--- config.mk ---
export PLATFORM = sky130hd
export DESIGN_NAME = audio_clkgen
export DESIGN_NICKNAME = d
export VERILOG_FILES = /design/src/rtl/audio_clkgen_pkg.sv /design/src/rtl/audio_ratio_cfg.sv /design/src/rtl/audio_bclk_gen.sv /design/src/rtl/audio_ext_clk_sync.sv /design/src/rtl/audio_clkgen.sv
export SDC_FILE = /design/constraint.sdc
export NUM_CORES = 1
export LEC_CHECK = 0
export BUFFER_PORTS_ARGS = -buffer_cell sky130_fd_sc_hd__buf_2
export CELL_PAD_IN_SITES_DETAIL_PLACEMENT = 1
export CELL_PAD_IN_SITES_GLOBAL_PLACEMENT = 2
export CORE_ASPECT_RATIO = 1.25
export CORE_MARGIN = 5
export CORE_UTILIZATION = 37
export DETAILED_ROUTE_END_ITERATION = 10
export GPL_ROUTABILITY_DRIVEN = 0
export GPL_TIMING_DRIVEN = 0
export PLACE_DENSITY_LB_ADDON = 0.1
export SLEW_MARGIN = 10
export SYNTH_ARGS = -nofsm -noshare
export SYNTH_HDL_FRONTEND = slang
export SYNTH_HIERARCHICAL = 1
export SYNTH_SLANG_ARGS = --single-unit
--- constraint.sdc ---
create_clock -name clk -period 4.7 [get_ports clk]
set_input_delay 0.235 -clock clk [delete_from_list [all_inputs] [get_ports clk]]
set_output_delay 0.235 -clock clk [all_outputs]
set_load 0.02 [all_outputs]
--- src/rtl/audio_clkgen_pkg.sv ---
package audio_clkgen_pkg;

    typedef enum logic [1:0] {
        FR_256 = 2'd0,
        FR_384 = 2'd1,
        FR_512 = 2'd2,
        FR_768 = 2'd3
    } fr_sel_e;

    typedef enum logic [1:0] {
        BR_16 = 2'd0,
        BR_24 = 2'd1,
        BR_32 = 2'd2,
        BR_48 = 2'd3
    } br_sel_e;

    typedef struct packed {
        fr_sel_e pend_fr;
        br_sel_e pend_br;
        fr_sel_e act_fr;
        br_sel_e act_br;
        logic    master;
        logic    mclk_out;
    } cfg_state_t;

    // Unsupported frame ratios map to the 256 setting.
    function automatic fr_sel_e fr_decode(input int unsigned v);
        case (v)
            384:     return FR_384;
            512:     return FR_512;
            768:     return FR_768;
            default: return FR_256;
        endcase
    endfunction

    function automatic logic br_valid(input int unsigned v);
        return (v == 16) || (v == 24) || (v == 32) || (v == 48);
    endfunction

    function automatic br_sel_e br_decode(input int unsigned v);
        case (v)
            24:      return BR_24;
            32:      return BR_32;
            48:      return BR_48;
            default: return BR_16;
        endcase
    endfunction

    function automatic int unsigned fr_value(input fr_sel_e s);
        case (s)
            FR_384:  return 384;
            FR_512:  return 512;
            FR_768:  return 768;
            default: return 256;
        endcase
    endfunction

    function automatic int unsigned br_value(input br_sel_e s);
        case (s)
            BR_24:   return 24;
            BR_32:   return 32;
            BR_48:   return 48;
            default: return 16;
        endcase
    endfunction

endpackage

--- src/rtl/audio_ratio_cfg.sv ---
module audio_ratio_cfg
    import audio_clkgen_pkg::*;
#(
    parameter int FR_W = 10,
    parameter int BR_W = 6
) (
    input  logic            clk,
    input  logic            rst_n,
    input  logic            cfg_wr,
    input  logic [FR_W-1:0] req_frame,
    input  logic [BR_W-1:0] req_bit,
    input  logic            req_master,
    input  logic            dir_wr,
    input  logic            dir_is_input,
    input  logic            frame_edge,
    output fr_sel_e         act_fr,
    output br_sel_e         act_br,
    output logic            master_mode,
    output logic            mclk_out_en
);

    cfg_state_t state_d, state_q;

    always_comb begin
        state_d = state_q;
        if (cfg_wr) begin
            state_d.pend_fr = fr_decode(int'(req_frame));
            if (br_valid(int'(req_bit))) begin
                state_d.pend_br = br_decode(int'(req_bit));
            end
            state_d.master = req_master;
            if (req_master) begin
                state_d.mclk_out = 1'b1;
            end
        end
        if (dir_wr) begin
            state_d.mclk_out = ~dir_is_input;
        end
        // Promote the pending ratios only when the frame wraps.
        if (frame_edge) begin
            state_d.act_fr = state_q.pend_fr;
            state_d.act_br = state_q.pend_br;
        end
    end

    always_ff @(posedge clk or negedge rst_n) begin
        if (!rst_n) begin
            state_q <= '{pend_fr: FR_256, pend_br: BR_32,
                         act_fr: FR_256, act_br: BR_32,
                         master: 1'b0, mclk_out: 1'b0};
        end else begin
            state_q <= state_d;
        end
    end

    assign act_fr      = state_q.act_fr;
    assign act_br      = state_q.act_br;
    assign master_mode = state_q.master;
    assign mclk_out_en = state_q.mclk_out;

endmodule

--- src/rtl/audio_bclk_gen.sv ---
module audio_bclk_gen
    import audio_clkgen_pkg::*;
#(
    parameter int FR_W = 10,
    parameter int BR_W = 6
) (
    input  logic    clk,
    input  logic    rst_n,
    input  fr_sel_e act_fr,
    input  br_sel_e act_br,
    output logic    wrap,
    output logic    bclk,
    output logic    ws,
    output logic    fall_stb,
    output logic    frame_stb
);

    localparam int ACC_W = FR_W + 1;
    localparam int CNT_W = BR_W + 1;

    typedef struct packed {
        logic [ACC_W-1:0] acc;
        logic [CNT_W-1:0] half;
        logic             bclk;
        logic             ws;
        logic             fall;
        logic             frame;
    } gen_state_t;

    gen_state_t state_d, state_q;

    logic [ACC_W-1:0] frame_len;
    logic [ACC_W-1:0] step;
    logic [ACC_W-1:0] sum;
    logic [CNT_W-1:0] half_last;
    logic [CNT_W-1:0] half_mid;
    logic             toggle;

    always_comb begin
        frame_len = ACC_W'(fr_value(act_fr));
        step      = ACC_W'(2 * br_value(act_br));
        half_last = CNT_W'(2 * br_value(act_br) - 1);
        half_mid  = CNT_W'(br_value(act_br) - 1);
        sum       = state_q.acc + step;
        toggle    = (sum >= frame_len);
        wrap      = toggle && (state_q.half == half_last);

        state_d       = state_q;
        state_d.fall  = 1'b0;
        state_d.frame = 1'b0;
        if (toggle) begin
            state_d.acc  = sum - frame_len;
            state_d.bclk = ~state_q.bclk;
            state_d.fall = state_q.bclk;
            if (wrap) begin
                state_d.acc   = '0;
                state_d.half  = '0;
                state_d.ws    = 1'b0;
                state_d.frame = 1'b1;
            end else begin
                state_d.half = state_q.half + 1'b1;
                if (state_q.half == half_mid) begin
                    state_d.ws = 1'b1;
                end
            end
        end else begin
            state_d.acc = sum;
        end
    end

    always_ff @(posedge clk or negedge rst_n) begin
        if (!rst_n) begin
            state_q <= '0;
        end else begin
            state_q <= state_d;
        end
    end

    assign bclk      = state_q.bclk;
    assign ws        = state_q.ws;
    assign fall_stb  = state_q.fall;
    assign frame_stb = state_q.frame;

endmodule

--- src/rtl/audio_ext_clk_sync.sv ---
module audio_ext_clk_sync #(
    parameter int STAGES = 2
) (
    input  logic clk,
    input  logic rst_n,
    input  logic ext_bclk,
    input  logic ext_ws,
    output logic bclk,
    output logic ws,
    output logic fall_stb,
    output logic frame_stb
);

    typedef struct packed {
        logic [STAGES-1:0] bsync;
        logic [STAGES-1:0] wsync;
        logic              bprev;
        logic              wprev;
    } sync_state_t;

    sync_state_t state_d, state_q;

    always_comb begin
        state_d       = state_q;
        state_d.bsync = {state_q.bsync[STAGES-2:0], ext_bclk};
        state_d.wsync = {state_q.wsync[STAGES-2:0], ext_ws};
        state_d.bprev = state_q.bsync[STAGES-1];
        state_d.wprev = state_q.wsync[STAGES-1];
    end

    always_ff @(posedge clk or negedge rst_n) begin
        if (!rst_n) begin
            state_q <= '0;
        end else begin
            state_q <= state_d;
        end
    end

    assign bclk      = state_q.bsync[STAGES-1];
    assign ws        = state_q.wsync[STAGES-1];
    assign fall_stb  = state_q.bprev & ~state_q.bsync[STAGES-1];
    assign frame_stb = state_q.wprev & ~state_q.wsync[STAGES-1];

endmodule

--- src/rtl/audio_clkgen.sv ---
module audio_clkgen
    import audio_clkgen_pkg::*;
#(
    parameter int FR_W        = 10,
    parameter int BR_W        = 6,
    parameter int SYNC_STAGES = 2
) (
    input  logic            clk,
    input  logic            rst_n,
    input  logic            cfg_wr,
    input  logic [FR_W-1:0] cfg_frame_ratio,
    input  logic [BR_W-1:0] cfg_bit_ratio,
    input  logic            cfg_master,
    input  logic            dir_wr,
    input  logic            dir_is_input,
    input  logic            ext_bclk,
    input  logic            ext_ws,
    output logic            bclk_out,
    output logic            ws_out,
    output logic            bclk_oe,
    output logic            ws_oe,
    output logic            mclk_oe,
    output logic            bit_fall_stb,
    output logic            frame_stb
);

    fr_sel_e act_fr;
    br_sel_e act_br;
    logic    master_mode;
    logic    gen_wrap;
    logic    gen_bclk, gen_ws, gen_fall, gen_frame;
    logic    ext_s_bclk, ext_s_ws, ext_s_fall, ext_s_frame;

    audio_ratio_cfg #(.FR_W(FR_W), .BR_W(BR_W)) u_cfg (
        .clk         (clk),
        .rst_n       (rst_n),
        .cfg_wr      (cfg_wr),
        .req_frame   (cfg_frame_ratio),
        .req_bit     (cfg_bit_ratio),
        .req_master  (cfg_master),
        .dir_wr      (dir_wr),
        .dir_is_input(dir_is_input),
        .frame_edge  (gen_wrap),
        .act_fr      (act_fr),
        .act_br      (act_br),
        .master_mode (master_mode),
        .mclk_out_en (mclk_oe)
    );

    audio_bclk_gen #(.FR_W(FR_W), .BR_W(BR_W)) u_gen (
        .clk      (clk),
        .rst_n    (rst_n),
        .act_fr   (act_fr),
        .act_br   (act_br),
        .wrap     (gen_wrap),
        .bclk     (gen_bclk),
        .ws       (gen_ws),
        .fall_stb (gen_fall),
        .frame_stb(gen_frame)
    );

    audio_ext_clk_sync #(.STAGES(SYNC_STAGES)) u_sync (
        .clk      (clk),
        .rst_n    (rst_n),
        .ext_bclk (ext_bclk),
        .ext_ws   (ext_ws),
        .bclk     (ext_s_bclk),
        .ws       (ext_s_ws),
        .fall_stb (ext_s_fall),
        .frame_stb(ext_s_frame)
    );

    always_comb begin
        if (master_mode) begin
            bclk_out     = gen_bclk;
            ws_out       = gen_ws;
            bit_fall_stb = gen_fall;
            frame_stb    = gen_frame;
        end else begin
            bclk_out     = ext_s_bclk;
            ws_out       = ext_s_ws;
            bit_fall_stb = ext_s_fall;
            frame_stb    = ext_s_frame;
        end
    end

    assign bclk_oe = master_mode;
    assign ws_oe   = master_mode;

endmodule

==> impl_metrics.ini, run 1 <==
[run_status]
status = completed

[timing]
maxSlewHeadroom_pct = 48.0
fin_crit_ns = 4.15
finalCritPeriodShare_pct = 88.2
clock_skew_ns = 0.0116
rsz0062_at_grt = false
setup_viol = 0
fmax_ghz = 0.241
tightest_slew_ns = 0.780
maxSlewViolCount = 0
hold_viol = 0
tns_ns = 0

[global_routing]
grt_max_degree = 35
grt_usage_pct = 13.6
grt-ovfl-total = 0
grt_pass1_wl_um = 7810
grt_pass1_vias = 1688
grt_antenna_before_repair = 0

[worst_setup_path]
start_kind = flop
end_kind = flop
critPathTopFamily = adder cells
required_ns = 4.87
crit_chain = buf_4 -> inv_1 -> ha_1 -> ha_1 -> inv_1 -> fa_1 -> nor2b_4 -> o21ai_0 -> xor2_1 -> inv_1 -> ha_1 -> and4b_1 -> a311oi_4 -> a21oi_1 -> mux2_2
critPathArrivalTime_ns = 4.31
critical_path_buf_inv_count = 4
path_class = reg2reg
cpPeakStageDelay_ns = 0.64
crit_fanout = 8
crit_slowest_cell = a21oi_1

[power_and_ir_drop]
peakVddDrop_v = 0.000140
p_leak_nw = 1.12
power.density_nw_per_um2 = 261
total_power_mw = 0.618

[min_path]
hold_class = in2async

[floorplanning]
die_y_um = 92.8
core_um2 = 5370
design.die.area_um2 = 7080
initial_core_util_pct = 37.8
num_rows = 30
die_w_um = 76.2
ioPinCount = 31

[layout]
finalInstanceArea_um2 = 2370
drive_gt1_share_pct = 31.8
diodes = 0
final_common_cell = dfrtp_1
final_util_pct = 44.2
final_nets = 251
final_cell_mix = 32 x dfrtp_1, 30 x buf_2, 11 x xor2_1, 11 x ha_1
fillers = 612
fin_cells = 278
area_delta_synth_final_pct = 16.9

[placed_design]
placement.cell_area_um2 = 2260
place_inst = 271
hpwl_um = 3550
io_buffer_count = 30

[cts]
clk_path_buf_depth = 2
cts_sinks = 34
cts_resized = 0
cts_buffers = 5
cts_tree = built
htree_levels = 2
clock_latency_ns = 0.29
hold_buffers = 0
post_cts_buffers = 0
clockRootBuffer = clkbuf_8
path_clk_slew_ns = 0.08

[route]
wl_met3_um = 195
wl_met1_um = 1800
routed-wl-met2_um = 2400
drt_iter0_markers = 32
routedWlPerCell_um = 16.1
vias = 1475
top_layer = met4
drc = 0
drtAntennaViolNets = 0
wl_um = 4470
drt_pass1_iterations = 2
vias_per_cell = 5.31

[logic_synthesis]
syn_area_per_cell_um2 = 11.5
ys_seq_area_share_pct = 42.0
async_flop_share_pct = 100
ys_ff_latch = 34
yosys_warnings = 6
synth_edf_count = 0
netlist_area_um2 = 2030
synthCells = 177
ys_types = 51
synth_fp_nets = 214
synthFlopType = dfrtp_1

[job]
cap_viol_max_count = 0
cell type report:
cell class,instances,area [µm²],area share (%)
Buffer,6,41.3,1.74
Clock buffer,6,82.6,3.48
Tap cell,64,80.1,3.38
Multi-Input combinational cell,127,1100,46.3
Timing Repair Buffer,30,150,6.33
Sequential cell,34,853,36.0
Clock inverter,1,30.0,1.27
Inverter,10,37.5,1.58
synth_stat cells (2+ instances only):
cell,n,area (µm²)
xnor2_1,3,26.3
nor3_1,2,10.0
nor2b_1,5,31.3
nor2b_4,3,41.3
a21oi_1,8,40.0
xor2_1,11,96.3
nor2_1,10,37.5
nand4b_1,2,17.5
dfrtp_1,32,801
buf_4,5,37.5
a22o_1,4,35.0
nor4_1,2,12.5
mux2_2,10,113
fa_1,2,40.0
nand2b_1,3,18.8
o21ai_0,9,45.0
nand4_1,2,12.5
and3_1,2,12.5
o211ai_1,2,15.0
inv_1,10,37.5
ha_1,11,138
mux2_4,2,30.0
nand2_1,7,26.3
dfstp_2,2,52.6
nand3_1,2,10.0
where the power goes:
part	switching [mW]	internal [mW]	total (mW)	leakage [nW]
Combinational	0.0226	0.0187	0.0413	0.638
Clock	0.106	0.170	0.276	0.0573
Sequential	0.00392	0.297	0.301	0.429
Total	0.133	0.486	0.618	1.12
routing by layer:
| layer | vias to the layer above | track usage, % |
|---|---|---|
| li1 | 697 | - |
| met1 | 739 | 14.7 |
| met2 | 32 | 25.3 |
| met3 | 7 | 3.40 |
| met4 | 0 | 4.81 |
| met5 | - | 0 |
worst paths after layout:
path                                         from                end  slack, ns  cells past startpoint
worst max-delay path              u_cfg/act_br[1]    u_cfg/act_fr[1]       0.55                     15
worst min-delay path                        rst_n   u_gen/state_q[8]       0.02                      1
worst max register to register    u_cfg/act_br[1]    u_cfg/act_fr[1]       0.55                     15
worst min register to register  u_sync/state_d[5]        u_sync/bclk       0.35                      0
max in group asynchronous                   rst_n   u_cfg/state_q[6]       4.18                      1
min in group clk                         ext_bclk  u_sync/state_d[5]       0.06                      1
through the flow:
stage,worst slack (ns),hold WS [ns]
after floorplan,1.11,-0.0606
after global placement,0.546,0.333
after detailed placement,0.471,0.336
after CTS,0.445,0.0408
after global routing,0.127,0.0469
final,0.554,0.0243
cells by family (layout without fill, tap and decap cells):
| kind of cell | Yosys count | after routing | synth area share [%] |
|---|---|---|---|
| flops | 34 | 34 | 42.0 |
| compound gates | 33 | 33 | 12.4 |
| simple gates | 52 | 52 | 17.8 |
| mux | 13 | 13 | 7.52 |
| xor+xnor | 16 | 16 | 7.65 |
| buf+inv | 16 | 53 | 3.88 |
| fa+ha+maj | 13 | 13 | 8.75 |
flip-flops by register name (all words and copies together) (netlist names):
signal,cells
u_sync/state_d,2
u_gen/fall_stb,1
u_cfg/master_mode,1
u_sync/bclk,1
u_gen/bclk,1
u_cfg/mclk_out_en,1
u_gen/ws,1
u_cfg/act_br,2
u_sync/state_q,2
u_gen/frame_stb,1
u_sync/ws,1
u_gen/state_q,14
u_cfg/state_q,4
u_cfg/act_fr,2
No activity file was read; power rests on OpenSTA's default activity.
==> run 2: changes to the inputs <==
CORE_ASPECT_RATIO = not set   (was 1.25)
CORE_UTILIZATION = 39   (was 37)
CTS_BUF_LIST = sky130_fd_sc_hd__clkbuf_4 sky130_fd_sc_hd__clkbuf_8   (was not set)
==> run 2 against run 1 <==
Wire length decreased by 2.3%; non-clock buffer count unchanged; critical endpoint is now u_cfg/act_fr[0]; critical path type unchanged; sequential cell count stayed put.
==> impl_metrics.ini, run 2 (synthesis results as in run 1) <==
[route]
drt_iter0_markers = 46
vias = 1469
vias_per_cell = 5.15
routedWlPerCell_um = 15.3
drt_pass1_iterations = 4
drtAntennaViolNets = 0
wl_um = 4370
drc = 0

[timing]
tightest_slew_ns = 0.758
fmax_ghz = 0.240
rsz0062_at_grt = false
setup_viol = 0
maxSlewHeadroom_pct = 49.5
tns_ns = 0
clock_skew_ns = 0.0107
final.setup.worst_slack_ns = 0.538
finalCritPeriodShare_pct = 88.5
fin_crit_ns = 4.16
maxSlewViolCount = 0
hold_viol = 0

[cts]
post_cts_buffers = 0
cts_sinks = 34
clockRootBuffer = clkbuf_8
clock_latency_ns = 0.29
cts_buffers = 5
htree_levels = 2
hold_buffers = 0
cts_resized = 0
clk_path_buf_depth = 2
path_clk_slew_ns = 0.08
cts_tree = built

[layout]
multi_input_area_um2 = 1100
diodes = 0
finalInstanceArea_um2 = 2360
final_cell_mix = 32 x dfrtp_1, 30 x buf_2, 11 x xor2_1, 11 x ha_1
final_util_pct = 46.5
drive_gt1_share_pct = 32.1
fillers = 584
regArea_um2 = 853
largest_reg_flops = 14
reg_top3 = u_gen/state_q (14), u_cfg/state_q (4)
final_nets = 251
final_common_cell = dfrtp_1
max_flop_register = u_gen/state_q
area_delta_synth_final_pct = 16.4

[power_and_ir_drop]
power_frac_clock_pct = 39.8
combPwrFrac_pct = 7.3
p_sw_share_pct = 23.9
total_power_mw = 0.570
peakVddDrop_v = 0.000157
p_int_mw = 0.434
p_seq_share_pct = 52.9
p_leak_nw = 1.11
power_switching_mw = 0.136
power.density_nw_per_um2 = 241

[floorplanning]
ioPinCount = 31
num_rows = 26
die_w_um = 82.1
initial_core_util_pct = 40.0
design.die.area_um2 = 6750
die_y_um = 82.1
core_um2 = 5070

[global_routing]
grt_max_degree = 35
grt_usage_pct = 15.0
grt_antenna_before_repair = 0
grt-ovfl-total = 0
grt_pass1_wl_um = 7620
grt_pass1_vias = 1637

[placed_design]
io_buffer_count = 30
hpwl_um = 3330
placement.cell_area_um2 = 2270
dp_slack_ns = 0.453

[worst_setup_path]
critPathTopFamily = adder cells
path_class = reg2reg
crit_slowest_cell = a21oi_1
crit_chain = buf_4 -> inv_1 -> ha_1 -> ha_1 -> inv_1 -> fa_1 -> nor2b_4 -> o21ai_0 -> xor2_1 -> inv_1 -> ha_1 -> and4b_1 -> a311oi_4 -> a21oi_1 -> mux2_2
cpPeakStageDelay_ns = 0.64
crit_fanout = 8
start_kind = flop
end_kind = flop
critical_path_buf_inv_count = 4
critPathArrivalTime_ns = 4.33
required_ns = 4.87

[run_status]
status = completed

[min_path]
hold_class = in2async

[job]
cap_viol_max_count = 0
## run 2: cell types whose count changed in the layout (fill, tap and decap cells not counted)
cell / previous run / this run
clkinv_2: 0 / 1
clkinvlp_4: 0 / 1
bufinv_16: 1 / 0
## run 2: metal layers
layer	wire length [µm]	part of all wire [%]	track usage (%)
met5	0	0	0
met3	213	4.9	4.12
met4	65	1.5	6.15
met1	1950	45	18.9
met2	2140	49	24.4
## run 2: power groups by stage
stage | logic, mW | registers, mW | clock network, mW
4_1_cts | 0.0426 | 0.302 | 0.238
6_report | 0.0415 | 0.302 | 0.227
3_5_place_dp | 0.0425 | 0.307 | 0
3_3_place_gp | 0.0406 | 0.307 | 0
5_1_grt | 0.0458 | 0.302 | 0.249
2_1_floorplan | 0.0158 | 0.308 | 0
## run 2: worst paths after layout
| kind | from | end | slack [ns] | cells after the start |
|---|---|---|---|---|
| max | u_cfg/act_br[1] | u_cfg/act_fr[0] | 0.54 | 15 |
| min | rst_n | u_gen/state_q[6] | 0.007 | 1 |
| max reg2reg | u_cfg/act_br[1] | u_cfg/act_fr[0] | 0.54 | 15 |
| min reg2reg | u_sync/state_d[5] | u_sync/bclk | 0.35 | 0 |
| max in group asynchronous | rst_n | u_cfg/state_q[6] | 4.21 | 1 |
| min in group clk | ext_bclk | u_sync/state_d[5] | 0.05 | 1 |
## run 2: layout make-up
class                           count  share of cell area [%]
Buffer                              6                    1.75
Clock buffer                        6                    3.50
Clock inverter                      2                   0.530
Inverter                           10                    1.59
Multi-Input combinational cell    127                    46.5
Sequential cell                    34                    36.1
Tap cell                           70                    3.71
Timing Repair Buffer               30                    6.36
## run 2: stage by stage
step | hold WS, ns | cells
6_report | 0.00659 | 285
3_5_place_dp | 0.342 | 277
2_1_floorplan | -0.0606 | 177
3_3_place_gp | 0.334 | 277
5_1_grt | 0.0380 | 285
4_1_cts | 0.0329 | 285
==> run 3: changes to the inputs <==
CORE_UTILIZATION = 37   (was 39)
CTS_BUF_LIST = not set   (was sky130_fd_sc_hd__clkbuf_4 sky130_fd_sc_hd__clkbuf_8)
==> run 3 against run 2 <==
Clock power barely moved; cell count rose by 0.70%; clock-buffer cell count stayed put; global-route usage down 1.5 points; non-clock buffer count stayed put; worst setup slack lost 0.075 ns; die area grew 4.7%; cell area grew 0.11%; combinational power barely moved; critical path depth unchanged; critical endpoint is now u_cfg/act_fr[1]; largest power group unchanged; highest routed layer unchanged.
==> impl_metrics.ini, run 3 (synthesis results as in run 1) <==
[placed_design]
place_inst = 279
io_buffer_count = 30
hpwl_um = 3430

[worst_setup_path]
crit_fanout = 8
start_kind = flop
path_class = reg2reg
required_ns = 4.87
critPathArrivalTime_ns = 4.41
end_kind = flop

[power_and_ir_drop]
power.density_nw_per_um2 = 242
peakVddDrop_v = 0.000137
total_power_mw = 0.572
p_leak_nw = 1.11

[timing]
fin_crit_ns = 4.24
finalCritPeriodShare_pct = 90.1
maxSlewViolCount = 0
hold_viol = 0
maxSlewHeadroom_pct = 46.5
tightest_slew_ns = 0.803
tns_ns = 0
fmax_ghz = 0.236
setup_viol = 0
rsz0062_at_grt = false
clock_skew_ns = 0.00839

[route]
vias_per_cell = 5.08
drtAntennaViolNets = 0
wl_um = 4390
routedWlPerCell_um = 15.3
vias = 1459
drt_iter0_markers = 46
drc = 0
drt_pass1_iterations = 4

[cts]
htree_levels = 2
post_cts_buffers = 0
cts_buffers = 5
hold_buffers = 0
clockRootBuffer = clkbuf_8
path_clk_slew_ns = 0.08
clk_path_buf_depth = 2
cts_resized = 0
clock_latency_ns = 0.29
cts_tree = built
cts_sinks = 34

[global_routing]
grt_antenna_before_repair = 0
grt-ovfl-total = 0
grt_pass1_wl_um = 7670
grt_usage_pct = 13.5
grt_pass1_vias = 1618
grt_max_degree = 35

[layout]
drive_gt1_share_pct = 32.1
max_flop_register = u_gen/state_q
final_common_cell = dfrtp_1
fin_cells = 287
area_delta_synth_final_pct = 16.5
diodes = 0
final_cell_mix = 32 x dfrtp_1, 30 x buf_2, 11 x xor2_1, 11 x ha_1
reg_top3 = u_gen/state_q (14), u_cfg/state_q (4)
final_nets = 251
largest_reg_flops = 14

[floorplanning]
num_rows = 27
ioPinCount = 31
die_w_um = 84.1
design.die.area_um2 = 7070
die_y_um = 84.1
initial_core_util_pct = 37.5
core_um2 = 5410

[run_status]
status = completed

[min_path]
hold_class = in2async

[job]
cap_viol_max_count = 0
[run 3: cell counts in the layout (fill, tap and decap cells not counted)]
Identical to the previous run, type by type.
[run 3: final cells by class]
class / instances / area, µm²
fillers: 629 / 3040
multi-input cells: 127 / 1100
flip-flops and latches: 34 / 853
repair buffers: 30 / 150
well taps: 72 / 90.1
clock buffers: 6 / 82.6
plain buffers: 6 / 41.3
inverters: 10 / 37.5
clock inverters: 2 / 12.5
[run 3: final timing paths]
kind / to / slack (ns) / startpoint / cells past startpoint
worst min-delay path: u_gen/state_q[8] / 0.01 / rst_n / 1
worst max-delay path: u_cfg/act_fr[1] / 0.46 / u_cfg/act_br[1] / 15
worst min register to register: u_sync/bclk / 0.35 / u_sync/state_d[5] / 0
min in group clk: u_sync/state_d[5] / 0.05 / ext_bclk / 1
max in group asynchronous: u_cfg/state_q[6] / 4.19 / rst_n / 1
worst max register to register: u_cfg/act_fr[1] / 0.46 / u_cfg/act_br[1] / 15
[run 3: power by group]
group / internal (mW) / total (mW) / switching (mW)
Clock: 0.118 / 0.229 / 0.111
Combinational: 0.0187 / 0.0414 / 0.0227
Sequential: 0.297 / 0.302 / 0.00428
Total: 0.434 / 0.572 / 0.138
[run 3: critical path: stages (launching register included)]
cell,delay [ns]
dfstp_2,0.37
buf_4,0.14
inv_1,0.07
ha_1,0.26
ha_1,0.21
inv_1,0.06
fa_1,0.46
nor2b_4,0.18
o21ai_0,0.13
xor2_1,0.29
inv_1,0.12
ha_1,0.31
and4b_1,0.26
a311oi_4,0.17
a21oi_1,0.68
mux2_2,0.41
[run 3: metrics by stage]
step | util [%] | hold slack, ns | worst slack [ns] | cell area, µm²
2_1_floorplan | - | -0.0606 | 1.11 | 2030
3_3_place_gp | 42.0 | 0.332 | 0.577 | 2270
3_5_place_dp | 42.0 | 0.337 | 0.392 | 2270
4_1_cts | 43.8 | 0.0294 | 0.381 | 2360
5_1_grt | 43.8 | 0.0272 | 0.180 | 2360
6_report | 43.8 | 0.0130 | 0.463 | 2360
[run 3: layer usage]
layer | share of wire [%] | track usage [%] | vias to the layer above | wire (µm)
met4 | 0.91 | 3.51 | 0 | 40
li1 | - | - | 699 | -
met1 | 47 | 17.3 | 721 | 2050
met2 | 48 | 22.5 | 36 | 2120
met5 | 0 | 0 | - | 0
met3 | 4.1 | 3.65 | 3 | 178
